<file path="src/rtl/evt_cond_pkg.sv">
package evt_cond_pkg;

  localparam int SIGS_PER_GEN = 32;
  localparam int SLOT_W       = 5;
  localparam int GEN_W        = 3;
  localparam int CFG_W        = 12;

  typedef struct packed {
    logic              pin_en;
    logic              active_low;
    logic              sync_on;
    logic              stretch_off;
    logic [SLOT_W-1:0] slot;
    logic [GEN_W-1:0]  gen;
  } cfg_t;

  function automatic logic slot_code_ok(input logic [SLOT_W-1:0] c);
    return (c <= 5'd6) || ((c >= 5'd8) && (c <= 5'd11)) ||
           ((c >= 5'd26) && (c <= 5'd29));
  endfunction

  function automatic logic gen_code_ok(input logic [GEN_W-1:0] g, input int n_gen);
    return int'(g) < n_gen;
  endfunction

endpackage

</file>
<file path="src/rtl/evt_src_mux.sv">
module evt_src_mux
  import evt_cond_pkg::*;
#(
  parameter int N_GEN = 4
) (
  input  logic [N_GEN*SIGS_PER_GEN-1:0] gen_evt,
  input  logic [GEN_W-1:0]              gen_sel,
  input  logic [SLOT_W-1:0]             slot_sel,
  output logic                          evt_o
);
  localparam int IDX_W = (N_GEN > 1) ? $clog2(N_GEN) : 1;

  logic [SIGS_PER_GEN-1:0] bank [N_GEN];

  for (genvar g = 0; g < N_GEN; g++) begin : g_bank
    assign bank[g] = gen_evt[g*SIGS_PER_GEN +: SIGS_PER_GEN];
  end

  always_comb begin
    evt_o = 1'b0;
    if (gen_code_ok(gen_sel, N_GEN) && slot_code_ok(slot_sel))
      evt_o = bank[gen_sel[IDX_W-1:0]][slot_sel];
  end
endmodule

</file>
<file path="src/rtl/evt_sync.sv">
module evt_sync #(
  parameter int STAGES = 2
) (
  input  logic clk,
  input  logic rst_n,
  input  logic d_i,
  output logic q_o
);
  logic [STAGES-1:0] chain_q;

  always_ff @(posedge clk or negedge rst_n) begin
    if (!rst_n) chain_q <= '0;
    else        chain_q <= {chain_q[STAGES-2:0], d_i};
  end

  assign q_o = chain_q[STAGES-1];
endmodule

</file>
<file path="src/rtl/evt_pulse_shaper.sv">
module evt_pulse_shaper #(
  parameter int LEN  = 8,
  parameter bit HOLD = 1'b1
) (
  input  logic clk,
  input  logic rst_n,
  input  logic in_i,
  input  logic tick_i,
  output logic pulse_o
);
  localparam int CNT_W = $clog2(LEN + 1);

  logic [CNT_W-1:0] cnt_q;
  logic             in_q;
  logic             rise;

  assign rise = in_i & ~in_q;

  always_ff @(posedge clk or negedge rst_n) begin
    if (!rst_n) begin
      cnt_q <= '0;
      in_q  <= 1'b0;
    end else begin
      in_q <= in_i;
      if (rise)
        cnt_q <= CNT_W'(LEN);
      else if (tick_i && (cnt_q != '0))
        cnt_q <= cnt_q - 1'b1;
    end
  end

  assign pulse_o = (cnt_q != '0) | (HOLD & in_q);

  // count never exceeds its reload value
  assert_cnt_range_R4: assert property (@(posedge clk) disable iff (!rst_n)
    cnt_q <= CNT_W'(LEN));

  if (LEN >= 2) begin : g_chk
    // R3 (and R6 for the two-clock instance): no single-cycle output pulse
    assert_no_glitch_R3: assert property (@(posedge clk) disable iff (!rst_n)
      $rose(pulse_o) |=> pulse_o);
  end
endmodule

</file>
<file path="src/rtl/evt_out_cond.sv">
module evt_out_cond
  import evt_cond_pkg::*;
#(
  parameter int N_GEN       = 4,
  parameter int STRETCH_LEN = 8,
  parameter int SYNC_PULSE  = 2,
  parameter int SYNC_STAGES = 2
) (
  input  logic                          clk,
  input  logic                          rst_n,
  input  logic                          cfg_we,
  input  logic [CFG_W-1:0]              cfg_wdata,
  input  logic [N_GEN*SIGS_PER_GEN-1:0] gen_evt,
  input  logic                          pwm_tick,
  output logic                          evt_int_o,
  output logic                          evt_pin_o
);
  cfg_t cfg_q;
  logic mux_evt, sync_evt, stretch_in, stretch_evt, two_evt, cond;

  always_ff @(posedge clk or negedge rst_n) begin
    if (!rst_n)      cfg_q <= '0;
    else if (cfg_we) cfg_q <= cfg_t'(cfg_wdata);
  end

  evt_src_mux #(.N_GEN(N_GEN)) u_mux (
    .gen_evt  (gen_evt),
    .gen_sel  (cfg_q.gen),
    .slot_sel (cfg_q.slot),
    .evt_o    (mux_evt)
  );

  evt_sync #(.STAGES(SYNC_STAGES)) u_sync (
    .clk   (clk),
    .rst_n (rst_n),
    .d_i   (mux_evt),
    .q_o   (sync_evt)
  );

  assign stretch_in = cfg_q.sync_on ? sync_evt : mux_evt;

  evt_pulse_shaper #(.LEN(STRETCH_LEN), .HOLD(1'b1)) u_stretch (
    .clk     (clk),
    .rst_n   (rst_n),
    .in_i    (stretch_in),
    .tick_i  (pwm_tick),
    .pulse_o (stretch_evt)
  );

  evt_pulse_shaper #(.LEN(SYNC_PULSE), .HOLD(1'b0)) u_two (
    .clk     (clk),
    .rst_n   (rst_n),
    .in_i    (sync_evt),
    .tick_i  (1'b1),
    .pulse_o (two_evt)
  );

  always_comb begin
    if (!cfg_q.stretch_off)  cond = stretch_evt;
    else if (cfg_q.sync_on)  cond = two_evt;
    else                     cond = mux_evt;
  end

  assign evt_int_o = cond ^ cfg_q.active_low;
  assign evt_pin_o = cfg_q.pin_en ? evt_int_o : cfg_q.active_low;

  // reserved codes leave the selected line quiet
  assert_reserved_quiet_R2: assert property (@(posedge clk) disable iff (!rst_n)
    !(gen_code_ok(cfg_q.gen, N_GEN) && slot_code_ok(cfg_q.slot)) |-> !mux_evt);

  // two-clock mode pulses last beyond their first cycle
  assert_two_clk_R6: assert property (@(posedge clk) disable iff (!rst_n)
    (cfg_q.sync_on && cfg_q.stretch_off && !cfg_we && $rose(cond)) |=> cond);

  // a disabled pin does not move while the configuration is steady
  assert_pin_idle_R9: assert property (@(posedge clk) disable iff (!rst_n)
    (!cfg_q.pin_en && $stable(cfg_q)) |-> $stable(evt_pin_o));
endmodule

</file>
<file path="config.mk">
export PLATFORM = sky130hd
export DESIGN_NAME = evt_out_cond
export DESIGN_NICKNAME = d
export VERILOG_FILES = /design/src/rtl/evt_cond_pkg.sv /design/src/rtl/evt_src_mux.sv /design/src/rtl/evt_sync.sv /design/src/rtl/evt_pulse_shaper.sv /design/src/rtl/evt_out_cond.sv
export SDC_FILE = /design/constraint.sdc
export NUM_CORES = 1
export LEC_CHECK = 0
export BUFFER_PORTS_ARGS = -buffer_cell sky130_fd_sc_hd__buf_2
export CAP_MARGIN = 0
export CORE_UTILIZATION = 43
export CTS_BUF_LIST = sky130_fd_sc_hd__clkbuf_8
export DETAILED_ROUTE_END_ITERATION = 8
export GPL_ROUTABILITY_DRIVEN = 0
export HOLD_SLACK_MARGIN = 0.12
export PLACE_DENSITY = 0.92
export SETUP_SLACK_MARGIN = 0.4
export SLEW_MARGIN = 25
export SYNTH_ARGS = -nofsm -noshare
export SYNTH_HDL_FRONTEND = slang
export SYNTH_HIERARCHICAL = 1
export SYNTH_SLANG_ARGS = --single-unit
</file>
<file path="constraint.sdc">
create_clock -name clk -period 3.57 [get_ports clk]
set_input_delay 0.714 -clock clk [delete_from_list [all_inputs] [get_ports clk]]
set_output_delay 0.714 -clock clk [all_outputs]
set_load 0.02 [all_outputs]
</file>
==> results.sh, run 1 <==
export IMPL_violations="negative setup slack"
export IMPL_cp_cell_sequence="buf_12 > mux4_2 > mux4_2 > and4b_1 > o31ai_2 > o21ai_2 > mux2i_4 > a21oi_2 > xor2_2 > buf_6"
export IMPL_seq_area_frac_synth=0.258
export IMPL_async_reset_ff_frac=1.00
export IMPL_critPathBufInv=2
export IMPL_cpMostUsedCell="mux4_2"
export IMPL_grt_overflow_total=0
export IMPL_final_util=0.652
export IMPL_fin_ws_ns=-0.131
export IMPL_insertion_delay_ns=0.26
export IMPL_syn_nets=339
export IMPL_cp_slowest_cell="mux4_2"
export IMPL_max_stage_delay_ns=0.49
export IMPL_vias=2271
export IMPL_slew_viol_final=0
export IMPL_cp_end_kind="output port"
export IMPL_cpLargestDelayFamily="multiplexers"
export IMPL_drtIter0Drc=107
export IMPL_grt_usage=0.262
export IMPL_multi_input_area_mm2=0.00154
export IMPL_core_mm2=0.00475
export IMPL_dieWidth_um=72.5
export IMPL_tritoncts="done"
export IMPL_first_global_vias=2389
export IMPL_netlist_area_mm2=0.00214
export IMPL_netlist_instances=193
export IMPL_crit_path_start_kind="register"
export IMPL_seq_area_um2=552
export IMPL_skew_ns=0.00918
export IMPL_rsz0062_at_grt="true"
export IMPL_grt_pass1_wl_um=10500
export IMPL_crit_type="register to output port"
export IMPL_grt_max_degree=32
export IMPL_rows=25
export IMPL_p_total_mw=1.08
export IMPL_yosys_warnings=6
export IMPL_synth_flop_cell="dfrtp_1"
export IMPL_maxCapViolCount=0
export IMPL_fillCellCount=386
export IMPL_min_period_ns=3.70
export IMPL_crit_fanout=5
export IMPL_hpwl_um=5420
export IMPL_numCtsBuffers=3
export IMPL_layout_common_cells="buf_2 (144), mux2i_1 (25), dfrtp_1 (21), mux4_2 (21), nand2_1 (15)"
export IMPL_r2r_cells=12
export IMPL_antenna_left=0
export IMPL_reg2reg_slack_ns=0.41
export IMPL_ir_drop_mv=0.324
export IMPL_post_route_drc_count=0
export IMPL_power_density_mw_per_mm2=349
export IMPL_clkSinkCount=22
export IMPL_holdPathStages=0
export IMPL_start_util=0.449
export IMPL_final_common_cell="buf_2"
export IMPL_dieArea_mm2=0.00526
export IMPL_via_per_inst=5.58
export IMPL_cts_root_buf="clkbuf_8"
export IMPL_critPathRequiredTime_ns=2.86
export IMPL_status="finished, violations left"
export IMPL_p_leak_nw=1.50
export IMPL_ys_seq_elements=22
export IMPL_cts_buffer_depth=2
export IMPL_antenna_found_initial=0
export IMPL_h_tree_depth=1
export IMPL_avgSynthCellArea_um2=11.1
export IMPL_setup_viol=2
export IMPL_fin_crit_sh=1.04
export IMPL_syn2layout_area_growth_pct=45.1
export IMPL_synth_cell_type_count=46
export IMPL_avgRoutedWirePerCell_um=16.7
export IMPL_r2r_start="cfg_q[0]"
export IMPL_drtPass1Iterations=4
export IMPL_min_path_type="register to register"
export IMPL_nets=487
export IMPL_io_buffers=145
export IMPL_fmax_mhz=270
export IMPL_routed_wl_um=6800
export IMPL_hold_violations=0
export IMPL_hp_start="u_sync/chain_q[0]"
export IMPL_critical_path_arrival_ns=2.99
export IMPL_die_y_um=72.5
export IMPL_io_pins=146
export IMPL_drive_gt1_frac=0.618
export IMPL_synth_edf_count=0
export IMPL_clkTransAtPathRegs_ns=0.08
export IMPL_min_to="u_sync/chain_q[1]"
export IMPL_timing_rr_end="u_stretch/cnt_q[0]"
export IMPL_diodes=0
[worst reg2reg max path, stage by stage, from the launching register on]
cell	delay (ns)
dfrtp_1	0.44
buf_12	0.15
mux4_2	0.49
mux4_2	0.48
and4b_1	0.21
o31ai_2	0.21
o21ai_2	0.14
buf_4	0.15
buf_4	0.12
mux2_2	0.28
nor2b_4	0.15
a211oi_2	0.14
a31o_1	0.12
[cell families after synthesis]
logic type	count (synthesis)	synth area share
mux	61	0.417
compound gates	37	0.125
flops	22	0.258
other cells	1	0.00175
simple gates	48	0.125
xor+xnor	3	0.0123
buf+inv	19	0.0498
fa+ha+maj	2	0.0117
[flip-flops by register name (all words and copies together) (netlist names)]
name and count:
u_two/in_q 1, u_stretch/cnt_q 4, u_sync/chain_q 2, cfg_q 12, u_two/cnt_q 2, u_stretch/in_q 1
[final cells by class]
cell class / count / area share
Tap cell: 67 / 0.0270
Inverter: 6 / 0.00726
Clock inverter: 1 / 0.00121
Sequential cell: 22 / 0.178
Clock buffer: 3 / 0.0133
Multi-Input combinational cell: 152 / 0.497
Timing Repair Buffer: 156 / 0.276
[stage by stage]
stage                     hold slack (ns)  instances  cell area [um^2]  setup WS, ns  setup TNS (ns)
after floorplan                     0.331        193              2150         0.248               0
after global placement              0.332        398              2950       -0.0154         -0.0295
after detailed placement            0.356        398              2950        -0.197          -0.358
after CTS                           0.359        407              3080        -0.215          -0.410
after global routing                0.371        407              3100        -0.270          -0.518
final                               0.364        407              3100        -0.131          -0.253
[where the power goes]
part / internal (mW) / switching (mW)
Clock: 0.0766 / 0.0746
Sequential: 0.304 / 0.0588
Combinational: 0.317 / 0.251
Total: 0.698 / 0.384
[how the worst max path moves through the flow]
stage | from | endpoint | slack (ns) | cells past startpoint
global placement | gen_evt[111] | evt_int_o | -0.02 | 10
floorplan | gen_evt[111] | evt_int_o | 0.25 | 8
CTS | cfg_q[0] | evt_pin_o | -0.22 | 10
finish | cfg_q[0] | evt_pin_o | -0.13 | 10
global route | cfg_q[0] | evt_pin_o | -0.27 | 11
detailed placement | gen_evt[109] | evt_pin_o | -0.20 | 10
[metal layers]
| metal | vias to the layer above | track usage | share of wire |
|---|---|---|---|
| met1 | 1070 | 0.248 | 0.35 |
| met4 | 0 | 0.148 | 0.033 |
| li1 | 1046 | - | - |
| met3 | 24 | 0.0972 | 0.084 |
| met5 | - | 0 | 0 |
| met2 | 131 | 0.482 | 0.53 |
[cell usage after synthesis (2+ instances only)]
| library cell | instances | share of area |
|---|---|---|
| buf_2 | 6 | 0.014 |
| clkbuf_1 | 3 | 0.0053 |
| xor2_1 | 2 | 0.0082 |
| mux2_2 | 14 | 0.074 |
| mux2i_1 | 26 | 0.12 |
| a22oi_1 | 11 | 0.039 |
| a31o_1 | 2 | 0.0082 |
| nand3_1 | 2 | 0.0047 |
| dfrtp_1 | 22 | 0.26 |
| nor2b_1 | 5 | 0.015 |
| and3_1 | 3 | 0.0088 |
| nand4_1 | 3 | 0.0088 |
| a2111oi_0 | 2 | 0.0082 |
| ha_1 | 2 | 0.012 |
| nand4b_1 | 2 | 0.0082 |
| nor3_1 | 2 | 0.0047 |
| nor2_1 | 6 | 0.011 |
| mux4_2 | 21 | 0.22 |
| inv_1 | 6 | 0.011 |
| a21oi_1 | 8 | 0.019 |
| o21ai_0 | 3 | 0.0070 |
| nand2b_1 | 2 | 0.0059 |
| a31oi_1 | 2 | 0.0059 |
| nand2_1 | 15 | 0.026 |
| and2_1 | 2 | 0.0059 |
[timing repair]
action,in CTS,in global routing
hold buffers,0,0
resized for setup,8,5
pin swaps,3,7
endpoints found under the setup margin,2,5
buffers inserted,5,0
(Power assumes the default switching activity.)
==> run 2, diff against run 1 <==
--- a/config.mk
+++ b/config.mk
@@ -12,9 +12,9 @@
 export DETAILED_ROUTE_END_ITERATION = 8
 export GPL_ROUTABILITY_DRIVEN = 0
 export HOLD_SLACK_MARGIN = 0.12
-export PLACE_DENSITY = 0.92
+export PLACE_DENSITY = 0.88
 export SETUP_SLACK_MARGIN = 0.4
-export SLEW_MARGIN = 25
+export SLEW_MARGIN = 20
 export SYNTH_ARGS = -nofsm -noshare
 export SYNTH_HDL_FRONTEND = slang
 export SYNTH_HIERARCHICAL = 1
==> results.sh, run 2 (synthesized netlist as in run 1, its figures left out) <==
export IMPL_critPathRequiredTime_ns=2.86
export IMPL_syn2layout_area_growth_pct=49.5
export IMPL_vias=2249
export IMPL_first_global_vias=2353
export IMPL_insertion_delay_ns=0.27
export IMPL_reg_top3="cfg_q x12, u_stretch/cnt_q x4"
export IMPL_grt_max_degree=30
export IMPL_maxCapViolCount=0
export IMPL_io_pins=146
export IMPL_clkTransAtPathRegs_ns=0.08
export IMPL_drtIter0Drc=146
export IMPL_power_density_mw_per_mm2=368
export IMPL_h_tree_depth=1
export IMPL_skew_ns=0.00874
export IMPL_fillCellCount=370
export IMPL_violations="negative setup slack"
export IMPL_fin_crit_sh=1.02
export IMPL_drive_gt1_frac=0.636
export IMPL_p_total_mw=1.18
export IMPL_avgRoutedWirePerCell_um=16.1
export IMPL_largest_register="cfg_q"
export IMPL_clkSinkCount=22
export IMPL_cts_hold_buf=0
export IMPL_nets=493
export IMPL_numCtsBuffers=3
export IMPL_grt_pass1_wl_um=10100
export IMPL_slew_viol_final=0
export IMPL_drtPass1Iterations=4
export IMPL_fin_area_mm2=0.00320
export IMPL_placed_area_mm2=0.00296
export IMPL_core_mm2=0.00475
export IMPL_post_route_drc_count=0
export IMPL_die_y_um=72.5
export IMPL_antenna_left=0
export IMPL_crit_type="register to output port"
export IMPL_layout_common_cells="buf_2 (143), mux2i_1 (24), mux4_2 (21)"
export IMPL_fmax_mhz=274
export IMPL_ir_drop_mv=0.398
export IMPL_place_ws_ns=-0.125
export IMPL_routed_wl_um=6670
export IMPL_grt_usage=0.248
export IMPL_hpwl_um=5320
export IMPL_min_path_type="register to register"
export IMPL_io_buffers=145
export IMPL_crit_fanout=5
export IMPL_cts_root_buf="clkbuf_8"
export IMPL_setup_viol=2
export IMPL_cp_end_kind="output port"
export IMPL_dieArea_mm2=0.00526
export IMPL_hold_violations=0
export IMPL_fin_ws_ns=-0.0764
export IMPL_via_per_inst=5.43
export IMPL_dieWidth_um=72.5
export IMPL_crit_path_start_kind="register"
export IMPL_cts_buffer_depth=2
export IMPL_largest_reg_flops=12
export IMPL_p_leak_nw=1.55
export IMPL_grt_overflow_total=0
export IMPL_final_common_cell="buf_2"
export IMPL_antenna_found_initial=1
export IMPL_rsz0062_at_grt="true"
export IMPL_rows=25
export IMPL_critical_path_arrival_ns=2.93
export IMPL_min_period_ns=3.65
export IMPL_start_util=0.449
export IMPL_status="finished, violations left"
export IMPL_tritoncts="done"
==> run 2: changes by cell type in the layout (fill, tap and decap cells not counted), sizes merged <==
cell    before  now
buf        156  162
bufinv       0    1
inv          7    6
diode        0    1
==> run 2: layout make-up <==
class	count	area [um^2]	share of cell area
well taps	67	83.8	0.0262
inverters	6	22.5	0.00705
diodes	1	2.50	0.000783
flip-flops and latches	22	553	0.173
repair buffers	162	923	0.289
multi-input cells	152	1540	0.482
clock inverters	1	30.0	0.00940
clock buffers	3	41.3	0.0129
==> run 2: path summary, 6_finish.rpt <==
check | start | to | slack [ns] | cells after the start
max | cfg_q[0] | evt_pin_o | -0.08 | 10
min | u_sync/chain_q[0] | u_sync/chain_q[1] | 0.36 | 0
max reg2reg | cfg_q[0] | u_stretch/cnt_q[0] | 0.48 | 12
min reg2reg | u_sync/chain_q[0] | u_sync/chain_q[1] | 0.36 | 0
max in group asynchronous | rst_n | cfg_q[0] | 2.81 | 1
min in group asynchronous | rst_n | u_stretch/cnt_q[1] | 0.39 | 1
==> run 2: worst max-delay path: stages, from the launching register on <==
cell and delay (ns):
dfrtp_2 0.40, buf_12 0.13, mux4_2 0.49, mux4_2 0.49
and4b_1 0.22, o31ai_2 0.20, o21ai_2 0.12, mux2i_2 0.23
a21oi_2 0.11, xor2_2 0.16, buf_6 0.14
==> run 2: metrics by stage <==
stage / instances / setup TNS [ns] / hold slack [ns] / util
global placement: 400 / -0.00783 / 0.339 / 0.623
finish: 414 / -0.147 / 0.359 / 0.672
CTS: 412 / -0.203 / 0.363 / 0.658
floorplan: 193 / 0 / 0.331 / -
global route: 414 / -0.418 / 0.367 / 0.672
detailed placement: 400 / -0.233 / 0.344 / 0.623
==> run 2: where the power goes <==
group / switching (mW) / total [mW] / internal [mW] / leakage [nW]
logic: 0.252 / 0.584 / 0.332 / 1.25
clock network: 0.0789 / 0.229 / 0.150 / 0.0357
registers: 0.0600 / 0.364 / 0.304 / 0.263
total: 0.391 / 1.18 / 0.786 / 1.55
==> run 2: metal layers <==
metal	wire length, um	GRT usage	vias up
met1	2520	0.261	1077
met2	3540	0.479	94
li1	-	-	1063
met5	0	0	-
met4	159	0.111	0
met3	451	0.0403	15
==> run 2: what timing repair did <==
item	4_1_cts	5_1_grt
gates resized for setup	2	15
setup endpoints to repair	2	3
buffers inserted	7	1
pin swaps	0	5
cloned	1	0
==> run 3, diff against run 2 <==
--- a/config.mk
+++ b/config.mk
@@ -7,8 +7,9 @@
 export LEC_CHECK = 0
 export BUFFER_PORTS_ARGS = -buffer_cell sky130_fd_sc_hd__buf_2
 export CAP_MARGIN = 0
+export CORE_ASPECT_RATIO = 1.5
 export CORE_UTILIZATION = 43
-export CTS_BUF_LIST = sky130_fd_sc_hd__clkbuf_8
+export CTS_BUF_LIST = sky130_fd_sc_hd__clkbuf_2
 export DETAILED_ROUTE_END_ITERATION = 8
 export GPL_ROUTABILITY_DRIVEN = 0
 export HOLD_SLACK_MARGIN = 0.12
==> results.sh, run 3 (synthesized netlist as in run 1, its figures left out) <==
export IMPL_final_common_cell="buf_2"
export IMPL_crit_path_start_kind="register"
export IMPL_grt_pass1_wl_um=9370
export IMPL_io_buffers=145
export IMPL_core_mm2=0.00481
export IMPL_hpwl_um=5200
export IMPL_tightestPinTransition_ns=0.495
export IMPL_dieArea_mm2=0.00526
export IMPL_max_slew_margin=0.661
export IMPL_largest_register="cfg_q"
export IMPL_dp_cells=400
export IMPL_drtPass1Iterations=4
export IMPL_dieWidth_um=59.6
export IMPL_seq_area_um2=553
export IMPL_via_per_inst=5.40
export IMPL_setup_tns_ns=-0.522
export IMPL_avgRoutedWirePerCell_um=15.6
export IMPL_fmax_mhz=261
export IMPL_syn2layout_area_growth_pct=47.0
export IMPL_critPathRequiredTime_ns=2.86
export IMPL_cts_buffer_depth=2
export IMPL_hold_violations=0
export IMPL_fillCellCount=420
export IMPL_rows=31
export IMPL_grt_max_degree=27
export IMPL_p_leak_nw=1.53
export IMPL_die_y_um=88.3
export IMPL_power_density_mw_per_mm2=330
export IMPL_cts_hold_buf=0
export IMPL_multi_input_area_mm2=0.00155
export IMPL_antenna_left=0
export IMPL_stdcell_count=413
export IMPL_clkTransAtPathRegs_ns=0.20
export IMPL_rsz0062_at_grt="true"
export IMPL_min_path_type="input port to asynchronous set/reset pin"
export IMPL_layout_common_cells="buf_2 (143), mux2i_1 (24), mux4_2 (21)"
export IMPL_critical_path_arrival_ns=3.12
export IMPL_largest_reg_flops=12
export IMPL_cp_end_kind="output port"
export IMPL_start_util=0.444
export IMPL_drive_gt1_frac=0.643
export IMPL_first_global_vias=2181
export IMPL_ir_drop_mv=0.286
export IMPL_r2r_start="cfg_q[0]"
export IMPL_drtIter0Drc=84
export IMPL_clkSinkCount=22
export IMPL_skew_ns=0.0157
export IMPL_crit_fanout=5
export IMPL_diodes=0
export IMPL_io_pins=146
export IMPL_setup_viol=2
export IMPL_antenna_found_initial=0
export IMPL_min_period_ns=3.83
export IMPL_nets=494
export IMPL_grt_overflow_total=0
export IMPL_slew_viol_final=0
export IMPL_fin_crit_sh=1.07
export IMPL_tritoncts="done"
export IMPL_place_ws_ns=-0.100
export IMPL_post_route_drc_count=0
export IMPL_maxCapViolCount=0
export IMPL_cts_root_buf="clkbuf_2"
export IMPL_fin_ws_ns=-0.264
export IMPL_status="finished, violations left"
export IMPL_routed_wl_um=6430
export IMPL_grt_usage=0.230
export IMPL_violations="negative setup slack"
export IMPL_reg_top3="cfg_q x12, u_stretch/cnt_q x4"
export IMPL_crit_type="register to output port"
export IMPL_h_tree_depth=1
export IMPL_p_total_mw=1.04
export IMPL_insertion_delay_ns=0.33
export IMPL_whs_ns=0.292
export IMPL_cp_startpoint="cfg_q[0]"
export IMPL_vias=2231
export IMPL_numCtsBuffers=3
run 3: where the power goes:
part           internal (mW)  total (mW)  switching [mW]
Combinational          0.328       0.580           0.253
Clock                 0.0297       0.101          0.0711
Sequential             0.304       0.354          0.0504
Total                  0.661        1.04           0.374
run 3: layout make-up:
class / count / share of cell area
multi-input combinational: 152 / 0.492
timing repair buffer: 163 / 0.292
sequential: 22 / 0.176
tap: 66 / 0.0263
inverter: 6 / 0.00717
clock buffer: 4 / 0.00637
run 3: final timing paths:
kind	to	slack, ns	depth (start not counted)
max in group asynchronous	cfg_q[1]	2.95	1
max	evt_int_o	-0.26	10
max reg2reg	u_stretch/cnt_q[0]	0.43	12
min reg2reg	u_sync/chain_q[1]	0.39	0
min in group clk	u_sync/chain_q[1]	0.39	0
min	u_sync/chain_q[0]	0.29	1
run 3: repair_timing:
item                       4_1_cts  5_1_grt
cloned                           0        1
resized for setup                4       14
pin swaps                        2        3
hold endpoints to repair         0        0
setup endpoints to repair        2        5
setup buffers                    6        2
run 3: layer usage:
layer  part of all wire  GRT usage
met5                  0          0
met4              0.013     0.0592
met1               0.38      0.279
met2               0.55      0.433
met3              0.056     0.0161
run 3: worst max-delay path, stage by stage (launching register included):
cell and delay (ns):
dfrtp_2 0.46, clkbuf_16 0.17, mux4_2 0.48, mux4_2 0.47, and4b_1 0.22, o31ai_2 0.22, o21ai_2 0.11, mux2i_2 0.24
a21oi_2 0.11, xor2_2 0.15, buf_4 0.16
run 3: through the flow:
stage	utilization	cell area (um^2)
after floorplan	-	2150
after global placement	0.618	2970
after detailed placement	0.618	2970
after CTS	0.634	3050
after global routing	0.653	3140
final	0.653	3140
